===== src/rtl/sixstep_seq.sv =====
module sixstep_seq #(
  parameter int CNT_W    = 12,
  parameter int PERIOD   = 4095,
  parameter int CMP0_RST = 2047,
  parameter int CMP1_RST = 1023,
  parameter int CMP2_RST = 511,
  parameter int DEAD     = 1
) (
  input  logic             clk,
  input  logic             rst_n,
  input  logic             shadow_we,
  input  logic [5:0]       shadow_d,
  input  logic             sw_com,
  input  logic             com_trig,
  input  logic             cmp_we,
  input  logic [1:0]       cmp_sel,
  input  logic [CNT_W-1:0] cmp_d,
  input  logic             flag_clr,
  input  logic             fault_in,
  output logic [5:0]       gate_out,
  output logic [CNT_W-1:0] cnt,
  output logic [2:0]       cmp_hit,
  output logic             com_flag,
  output logic             out_en
);
  localparam int DW = (DEAD < 2) ? 1 : $clog2(DEAD + 1);
  localparam logic [DW-1:0] DMAX = DW'(DEAD);
  localparam logic [CNT_W-1:0] TOP = CNT_W'(PERIOD);

  logic [5:0] shadow, act, req, drv, drv_nxt;
  logic [DW-1:0] lowc [6];
  logic [CNT_W-1:0] cmp_pre [3];
  logic [CNT_W-1:0] cmp_act [3];
  logic trig_q, flt_m, flt_s, upd, com_evt;

  assign upd      = (cnt == TOP);
  assign com_evt  = sw_com | (com_trig & ~trig_q);
  assign gate_out = out_en ? drv : 6'h3F;

  for (genvar p = 0; p < 3; p++) begin : g_phase
    assign req[2*p]   = act[2*p]   & ~act[2*p+1];
    assign req[2*p+1] = act[2*p+1] & ~act[2*p];
  end

  for (genvar i = 0; i < 6; i++) begin : g_line
    assign drv_nxt[i] = req[i] & ~drv[i^1] & ((int'(lowc[i^1]) + 1) >= DEAD);
  end

  for (genvar k = 0; k < 3; k++) begin : g_cmp
    assign cmp_hit[k] = (cnt == cmp_act[k]);
  end

  always_ff @(posedge clk or negedge rst_n) begin
    if (!rst_n) begin
      cnt      <= '0;
      shadow   <= '0;
      act      <= '0;
      drv      <= '0;
      trig_q   <= 1'b0;
      flt_m    <= 1'b0;
      flt_s    <= 1'b0;
      out_en   <= 1'b0;
      com_flag <= 1'b0;
      for (int i = 0; i < 6; i++) lowc[i] <= DMAX;
      cmp_pre[0] <= CNT_W'(CMP0_RST);
      cmp_pre[1] <= CNT_W'(CMP1_RST);
      cmp_pre[2] <= CNT_W'(CMP2_RST);
      cmp_act[0] <= CNT_W'(CMP0_RST);
      cmp_act[1] <= CNT_W'(CMP1_RST);
      cmp_act[2] <= CNT_W'(CMP2_RST);
    end else begin
      cnt    <= upd ? '0 : cnt + 1'b1;
      trig_q <= com_trig;
      flt_m  <= fault_in;
      flt_s  <= flt_m;
      if (flt_s)    out_en <= 1'b0;
      else if (upd) out_en <= 1'b1;
      com_flag <= com_evt | (com_flag & ~flag_clr);
      if (shadow_we) shadow <= shadow_d;
      if (com_evt)   act    <= shadow;
      drv <= drv_nxt;
      for (int i = 0; i < 6; i++)
        lowc[i] <= drv[i] ? '0 : ((lowc[i] == DMAX) ? DMAX : lowc[i] + 1'b1);
      for (int k = 0; k < 3; k++) begin
        if (cmp_we && cmp_sel == 2'(k)) cmp_pre[k] <= cmp_d;
        if (upd || com_evt)             cmp_act[k] <= cmp_pre[k];
      end
    end
  end
endmodule


===== config.mk =====
export PLATFORM = sky130hd
export DESIGN_NAME = sixstep_seq
export DESIGN_NICKNAME = d
export VERILOG_FILES = /design/src/rtl/sixstep_seq.sv
export SDC_FILE = /design/constraint.sdc
export NUM_CORES = 1
export LEC_CHECK = 0
export CAP_MARGIN = 20
export CELL_PAD_IN_SITES_DETAIL_PLACEMENT = 1
export CELL_PAD_IN_SITES_GLOBAL_PLACEMENT = 1
export CORE_MARGIN = 2
export CORE_UTILIZATION = 45
export DETAILED_ROUTE_END_ITERATION = 8
export PLACE_DENSITY = 0.8
export SYNTH_ARGS = -nofsm -noshare
export SYNTH_HDL_FRONTEND = slang
export SYNTH_SLANG_ARGS = --single-unit

===== constraint.sdc =====
create_clock -name clk -period 1.8 [get_ports clk]
set_input_delay 0.36 -clock clk [delete_from_list [all_inputs] [get_ports clk]]
set_output_delay 0.36 -clock clk [all_outputs]
set_load 0.05 [all_outputs]

**After elaboration in Yosys (flattened, before gate mapping)**

Cells that the tools add are included.

- Add/subtract/negate cells: 13
- Multipliers: 0
- Divide/modulo/power cells: 0
- Magnitude comparators: 6
- Eq/ne operators: 6
- Shift-type cells: 0
- Muxes and demuxes: 16
- Bitwise gates (word level): 36
- Reductions and logical operators: 6

Operator list:

| cell | count |
|---|---|
| $eq 12x12->1 | 3 |
| $and 1x1->1 | 20 |
| $mux 1 | 14 |
| $not 1->1 | 14 |
| $add 1x1->2 const B | 6 |
| $add 12x1->12 const B | 1 |
| $eq 12x12->1 const B | 1 |
| $ge 2x1->1 const B | 6 |
| $mux 12 | 1 |
| $add 1x1->1 const B | 6 |
| $mux 6 | 1 |
| $logic_and 1x1->1 | 3 |
| $eq 2x1->1 const B | 1 |
| $eq 2x2->1 const B | 1 |
| $logic_not 2->1 | 1 |
| $or 1x1->1 | 2 |
| $reduce_bool 2->1 | 1 |
| $logic_or 1x1->1 | 1 |

- Bits in registers: 113
- Bits in latches: 0
- Memory bits (writable): 0
- ROM bits: 0
- Bits of input ports: 28
- Output and inout bits: 23
- Logic and storage cells: 104
- Memories: 0

**Depth between registers and ports, before layout**

- Depth in word-level cells: 4
- Gate-level depth with buffers: 7
- Depth with buffers taken out: 4

**Least setup slack after synthesis**

OpenSTA, ideal clock, no wires.

- Path type: flip-flop to output port
- Start: reg cnt[10]
- End: out cmp_hit[0]
- Arrival: 2450 ps
- Data required time: 1440 ps
- Setup slack: -1010 ps
- Stages on the path, launching flop included: 6
- Buffers on the path: 2
- Cells stage by stage: dfrtp_1 -> clkbuf_1 -> clkbuf_1 -> xnor2_1 -> nand4_1 -> nor3_1

- Cells in the longest elaborated chain, start to end: 1

Ends and longest elaborated chain:

| what | line | text |
|---|---|---|
| start: declaration | 21 | `output logic [CNT_W-1:0] cnt,` |
| start signal: assignment | 72 | `cnt <= upd ? '0 : cnt + 1'b1;` |
| $eq 12x12->1 | 50 | `assign cmp_hit[k] = (cnt == cmp_act[k]);` |
| end: declaration | 22 | `output logic [2:0] cmp_hit,` |

No other way between the ends.

**Worst setup path in the final report**

- Start: reg cmp_act[4] (netlist name)
- End: out cmp_hit[2]

- Cells in the longest elaborated chain, start to end: 1

Ends and longest elaborated chain:

| what | line | text |
|---|---|---|
| start: declaration | 33 | `logic [CNT_W-1:0] cmp_act [3];` |
| start signal: indexed assignment | 86 | `if (upd \|\| com_evt) cmp_act[k] <= cmp_pre[k];` |
| $eq 12x12->1 | 50 |  |

No other way between the ends.

==> run metrics <==
status complete, but fails checks; failing checks negative setup slack; Netlist Area Pre-Place 5760 um2; area added between synthesis and finish 22.2%; Reg clk slew, reported paths 0.07 ns; worst skew pair latency 0.36 ns; Rel. slew slack 0.720; core area 12600 um2; CTS tree done; Hold Violations, Final 0; Worst EP required 1.44 ns; Die Height 117 um; Final setup violation count 3; max-slew violation total from the final report 0; share of layout cells above drive strength 1 0.468; WL/cell 22.8 um; DRC Markers 0; clock sink count 107; most frequent cells in the layout dfstp_2 (60), mux2_2 (48), nand4_1 (47); leading cell type in the layout, fill and taps excluded dfstp_2; GPL Wtd Cong 0.847; antenna cells 0; Critical Path AT 1.69 ns; initial antenna violation count 0; post-DP HPWL 11100 um; largest net degree at the start of global routing 54; period utilization 1.14; endpoint type of the worst setup path primary output; ys flop type dfstp_2; Vias 4342; deepest clock path buffer count 2; pwr/cell area 895 nW/um2; Num CTS Buffers 9; die area 13700 um2; post-synthesis instance total 501; first-pass GRT wire length 26100 um; Worst-Margin Slew 0.420 ns; setup tns final -0.680 ns; Die X 117 um; Leak 2.83 nW; initial cell density of the core 0.459; Post-synth EDFFs 0; H-tree depth 3; Synth area leaders dfstp_2 (27%), dfrtp_1 (20%), mux2_2 (9.4%); Overall Power 6.30 mW; DRT Pass-1 Iters 4; path type of the worst setup path reg -> out; Post-synth ARST share 1.00; Synth area leader dfstp_2; root buffer cell clkbuf_16; antenna-violating nets left 0; Congestion Overflow GR 0; # IOs 51; Rows 41; via/cell ratio 6.07; initial DRC count 331; library cells used by synthesis 39; CP Launch Type flip-flop; port buffer count 50; share of the synthesized area in the top cell type 0.273; Syn Nets 530; Layout Utilization 0.561; Tmin final 2.05 ns; setup ws final -0.247 ns; sequential area share after synthesis 0.478; number of global-route vias before repair 4612; Nets 567; final wirelength 16300 um; GRT Total Usage 0.255; Hold Path Class reg -> reg; peak supply drop 0.000619 V; max-cap check violation count 0; largest fanout on the critical path 2; fill count 1295; Yosys warning count 0; RSZ-0062 raised after global routing yes; Worst Skew 0.00493 ns; #FFs+latches synth 107; Avg Cell Area, Syn 11.5 um2; Max Fclk 489 MHz
==> power by group <==
part | switching (mW) | internal (mW)
combinational | 0.452 | 0.571
sequential | 0.362 | 2.98
clock | 0.978 | 0.965
total | 1.79 | 4.51
==> per-layer routing <==
layer,global-route usage,share of wire,vias up
met5,0,0,-
met4,0.0910,0.020,0
met3,0.0422,0.052,24
met2,0.408,0.49,131
met1,0.353,0.43,2245
li1,-,-,1942
==> kinds of logic after synthesis <==
family          count (synthesis)  synth area share
compound gates                118             0.168
xor+xnor                       42            0.0638
fa+ha+maj                       1           0.00217
buf+inv                        64            0.0623
flops                         107             0.478
mux                            49            0.0955
simple gates                  120             0.131
==> what timing repair did <==
action | in CTS | in global routing
hold buffers | 1 | 0
pin swaps | 7 | 5
gates resized for setup | 6 | 3
buffers inserted | 3 | 3
setup endpoints to repair | 3 | 33
hold endpoints to repair | 7 | 0
==> stage by stage <==
stage          setup slack, ns  hold WS (ns)  instances  instance area, um2
5_1_grt                 -0.308         0.382        715                7050
2_1_floorplan          -0.0648        0.0644        501                5910
4_1_cts                 -0.258         0.367        712                7000
3_5_place_dp          0.000399         0.322        692                6650
6_report                -0.247         0.365        715                7050
3_3_place_gp            0.0603         0.314        692                6650
==> final timing paths <==
check,startpoint,endpoint,slack (ns),cells past startpoint
max,cmp_act[4]$_DFFE_PN1P_,cmp_hit[2],-0.25,4
min,flt_m$_DFF_PN0_,flt_s$_DFF_PN0_,0.37,0
max reg2reg,cnt[1]$_DFF_PN0_,cmp_act[22]$_DFFE_PN0P_,0.08,6
min reg2reg,flt_m$_DFF_PN0_,flt_s$_DFF_PN0_,0.37,0
max in group asynchronous,rst_n,cmp_pre[29]$_DFFE_PN1P_,0.65,3
min in group asynchronous,rst_n,cnt[8]$_DFF_PN0_,0.47,2
==> synthesized netlist by cell type (3+ instances only) <==
library cell and instances:
nand4_1 47, mux2_2 48, o211ai_1 36, nand2b_1 6, nand3_1 4, buf_4 3
nor3_1 3, buf_6 4, buf_12 3, dfstp_2 60, nor3b_1 7, buf_2 14
and3_1 37, dfrtp_1 47, xnor2_1 40, o21ai_0 39, a21oi_1 3, o211ai_2 36
clkbuf_1 34
==> layout make-up <==
cell class	instances	area [um2]	area share
inverters	4	15.0	0.00213
multi-input cells	330	2790	0.396
clock inverters	7	56.3	0.00799
repair buffers	86	976	0.138
well taps	172	215	0.0305
flip-flops and latches	107	2770	0.393
clock buffers	9	225	0.0320
==> critical path, stage by stage, from the launching register on <==
cell     delay (ns)
dfstp_2        0.54
xnor2_1        0.14
nand4_1        0.21
nor3_4         0.27
buf_12         0.17
==> state kept, by name, indices dropped and copies added (netlist names) <==
signal,cells
cmp_act,36
cmp_pre,36
cnt,12
act,6
drv,6
shadow,6
com_flag,1
flt_m,1
flt_s,1
out_en,1
trig_q,1
(Power assumes the default switching activity.)
